File: config.mk
export PLATFORM = sky130hd
export DESIGN_NAME = frame_prefill_gate
export DESIGN_NICKNAME = d
export VERILOG_FILES = /design/src/rtl/frame_prefill_gate.sv
export SDC_FILE = /design/constraint.sdc
export NUM_CORES = 1
export LEC_CHECK = 0
export BUFFER_PORTS_ARGS = -buffer_cell sky130_fd_sc_hd__buf_2
export CORE_MARGIN = 1
export CORE_UTILIZATION = 30
export DETAILED_ROUTE_END_ITERATION = 10
export GPL_TIMING_DRIVEN = 0
export SLEW_MARGIN = 25
export SYNTH_ARGS = -nofsm -noshare
export SYNTH_HDL_FRONTEND = slang
export SYNTH_SLANG_ARGS = --single-unit
File: constraint.sdc
create_clock -name clk -period 3.65 [get_ports clk]
set_clock_uncertainty 0.1 [all_clocks]
set_input_delay 0.5475 -clock clk [delete_from_list [all_inputs] [get_ports clk]]
set_output_delay 0.5475 -clock clk [all_outputs]
set_load 0.01 [all_outputs]
File: src/rtl/frame_prefill_gate.sv
module frame_prefill_gate #(
  parameter int SYNC_STAGES    = 5,
  parameter int PREFILL_CYCLES = 60,
  parameter int RED_W          = 5,
  parameter int GRN_W          = 6,
  parameter int BLU_W          = 5,
  parameter int CH_W           = 8,
  localparam int IN_W          = RED_W + GRN_W + BLU_W,
  localparam int OUT_W         = 3 * CH_W,
  localparam int CNT_W         = $clog2(PREFILL_CYCLES + 1)
) (
  input  logic             clk,
  input  logic             rst_n,
  input  logic             restart_async,
  input  logic             fifo_empty,
  input  logic [IN_W-1:0]  fifo_rdata,
  input  logic             scaler_next,
  output logic             frame_restart,
  output logic             scaler_valid,
  output logic             fifo_rd_en,
  output logic [OUT_W-1:0] scaler_pixel
);

  localparam logic [CNT_W-1:0] FULL = CNT_W'(PREFILL_CYCLES);

  logic [SYNC_STAGES-1:0] sync_q;
  logic [CNT_W-1:0]       fill_cnt;
  logic                   ready_q;

  always_ff @(posedge clk or negedge rst_n) begin
    if (!rst_n) sync_q <= '0;
    else        sync_q <= {sync_q[SYNC_STAGES-2:0], restart_async};
  end

  assign frame_restart = sync_q[SYNC_STAGES-1];

  always_ff @(posedge clk or negedge rst_n) begin
    if (!rst_n) begin
      fill_cnt <= '0;
      ready_q  <= 1'b0;
    end else if (frame_restart) begin
      fill_cnt <= '0;
      ready_q  <= 1'b0;
    end else if (!fifo_empty) begin
      if (fill_cnt < FULL) fill_cnt <= fill_cnt + 1'b1;
      if (fill_cnt == FULL) ready_q <= 1'b1;
    end
  end

  assign scaler_valid = !frame_restart && !fifo_empty && ready_q;
  assign fifo_rd_en   = scaler_next && scaler_valid;

  wire [RED_W-1:0] red_in = fifo_rdata[IN_W-1 -: RED_W];
  wire [GRN_W-1:0] grn_in = fifo_rdata[BLU_W +: GRN_W];
  wire [BLU_W-1:0] blu_in = fifo_rdata[BLU_W-1:0];

  assign scaler_pixel = {red_in, {(CH_W-RED_W){1'b0}},
                         grn_in, {(CH_W-GRN_W){1'b0}},
                         blu_in, {(CH_W-BLU_W){1'b0}}};

  p_sync_latency_r1: assert property (@(posedge clk) disable iff (!rst_n)
    ($rose(frame_restart) || $fell(frame_restart)) |-> (frame_restart == $past(restart_async, SYNC_STAGES)));

  p_restart_clears_r2: assert property (@(posedge clk) disable iff (!rst_n)
    frame_restart |=> (fill_cnt == '0 && !ready_q));

  p_cnt_limit_r3: assert property (@(posedge clk) disable iff (!rst_n)
    fill_cnt <= FULL);

  p_cnt_frozen_empty_r3: assert property (@(posedge clk) disable iff (!rst_n)
    (!frame_restart && fifo_empty) |=> $stable(fill_cnt));

  p_ready_at_full_r4: assert property (@(posedge clk) disable iff (!rst_n)
    $rose(ready_q) |-> ($past(fill_cnt) == FULL && !$past(fifo_empty)));

  p_valid_after_prefill_r5: assert property (@(posedge clk) disable iff (!rst_n)
    scaler_valid |-> fill_cnt == FULL);

  p_no_read_empty_r6: assert property (@(posedge clk) disable iff (!rst_n)
    fifo_rd_en |-> (!fifo_empty && ready_q));

  p_gate_closed_r8: assert property (@(posedge clk) disable iff (!rst_n)
    frame_restart |-> !fifo_rd_en);

endmodule

==> metrics.csv <==
metric,value,unit
portBuffers,23,
regArea,300,µm²
multi_input_area,225,µm²
first_pass_iters,4,
max_cap_viol_count,0,
viasPerCell,4.08,
end_kind,primary output,
area_growth,30.5,%
final_cell_area,911,µm²
fin_util,0.412,
postRouteAntennaNets,0,
initial_utilization,0.316,
switching_share,0.234,
yosys.area.top_type,dfrtp_1,
layout_commonest_cell,buf_4,
clkLatencyLatePin,270,ps
postCtsHoldBufs,0,
cp_max_fo,9,
slowest_delay,380,ps
final_max_slew_viol_count,0,
htreeDepth,1,
avgSynthCellArea,10.1,µm²
synthCells,69,
grt.total_usage,0.0866,
reg2reg_slack,2330,ps
ys_ff_latch,12,
hpwl,836,µm
worstPathArrival,1430,ps
die_h,50.2,µm
antenna_found_initial,0,
gp_congestion,0.695,
path_class,register to primary output,
seqPwrFrac,0.479,
fin_crit,2080,ps
yosysSeqAreaShare,0.430,
yosysUniqueCellTypes,24,
nNetsFinal,127,
pwr-share-clk,0.345,
hold_path_class,input pin to asynchronous set/reset pin,
status,completed,
wl_per_cell,8.29,µm
ir_worst_vdd,0.245,mV
ys_warn_count,0,
slowest_stage,dfrtp_1,
critical_path_buf_inv_count,2,
path_delay_family,simple AND/OR/NAND/NOR gates,
cts_setup_buffers,0,
grt_setup_unrepaired,false,
numCtsBuffers,3,
root_buffer,clkbuf_4,
p_leak,0.498,nW
drc_errors,0,
grt_pass1_vias,389,
clock-sinks,12,
ioPinCount,48,
totalWireLength,1090,µm
synth_area,698,µm²
fin_crit_sh,0.569,
grt-ovfl-total,0,
final_cell_mix,"buf_4, buf_2, dfrtp_1",
core,0.00221,mm²
internal_power,0.000227,W
synth.area.top_cells,"dfrtp_1, buf_4, ha_1",
setup_viol,0,
cp_cell_sequence,clkbuf_1 > nor3b_1 > and2_1 > buf_2,
max-clock-path-buffers,2,
cp-start-kind,register,
grt_max_degree,13,
fmax,482,MHz
drtIter0Drc,12,
hold_viol_final,0,
drive_above_1_share,0.524,
grt_pass1_wl,1630,µm
p_switching,0.0000693,W
cts_tree,done,
vias,535,
tns,0,ps
cts.reportedPaths.clkPinSlew,70,ps
die_w,50.2,µm
diodes,0,
final.fill_count,229,
synth_top_area_share,0.430,
cts-resized-gates,0,
rows,17,
dieArea,0.00252,mm²
pwr_density_cell,325,mW/mm²
required,3000,ps
p_comb_frac,0.176,
placed_area,875,µm²
metrics by stage:
step | power, W | std cells | setup slack [ps] | hold slack, ps
2_1_floorplan | 0.000181 | 76 | 1790 | 152
5_1_grt | 0.000313 | 131 | 1460 | 51.1
3_5_place_dp | 0.000197 | 127 | 1800 | 237
3_3_place_gp | 0.000196 | 127 | 1810 | 233
4_1_cts | 0.000302 | 131 | 1520 | 45.9
6_report | 0.000296 | 131 | 1570 | 45.7
registers in the layout, summed over array words and instances (netlist names):
signal / cells
fill_cnt: 6
sync_q: 5
ready_q: 1
path summary, 6_finish.rpt:
check,startpoint,cells after the start,end
max,sync_q[4],4,fifo_rd_en
min,rst_n,1,fill_cnt[3]
max reg2reg,fill_cnt[2],3,fill_cnt[3]
min reg2reg,sync_q[1],0,sync_q[2]
max in group asynchronous,rst_n,1,sync_q[3]
min in group clk,sync_q[1],0,sync_q[2]
power groups by stage:
stage                      logic, W  registers [W]  clock network (W)
final                     0.0000521       0.000142           0.000102
after global routing      0.0000582       0.000143           0.000112
after CTS                 0.0000526       0.000142           0.000108
after detailed placement  0.0000525       0.000145                  0
after global placement    0.0000519       0.000144                  0
after floorplan           0.0000368       0.000144                  0
layout make-up:
type | count | share of cell area
Buffer | 25 | 0.202
Clock buffer | 4 | 0.0398
Inverter | 4 | 0.0165
Multi-Input combinational cell | 35 | 0.247
Sequential cell | 12 | 0.330
Tap cell | 28 | 0.0385
Timing Repair Buffer | 23 | 0.126
cell families (layout without fill, tap and decap cells):
logic type               Yosys count  count (layout)  synth area share
other                              1               8           0.00537
flip-flops                        12              12             0.430
AO/OA/AOI/OAI                      7               7            0.0663
XOR/XNOR                           1               1            0.0125
multiplexers                       1               1            0.0161
buffers and inverters             29              56             0.285
AND/OR/NAND/NOR                   16              16             0.149
adder cells (fa/ha/maj)            2               2            0.0358
metal layers:
layer	vias to the layer above	wire length (µm)	GRT usage
met5	-	0	0
met4	0	10	0.0429
met3	2	130	0.0273
met2	36	489	0.129
met1	230	455	0.112
li1	267	-	-
cell usage after synthesis (all sizes together):
master / count
and4b: 1
conb: 1
nand2: 1
ha: 2
and4: 1
mux2: 1
nor2b: 1
nor3b: 1
nor2: 5
xnor2: 1
a21oi: 2
a211oi: 1
and3: 1
o21ai: 1
a41oi: 2
inv: 4
nand4b: 2
buf: 24
dfrtp: 12
and2: 1
clkbuf: 1
a31oi: 1
nor3: 2
Power figures use the tool's default switching activity.
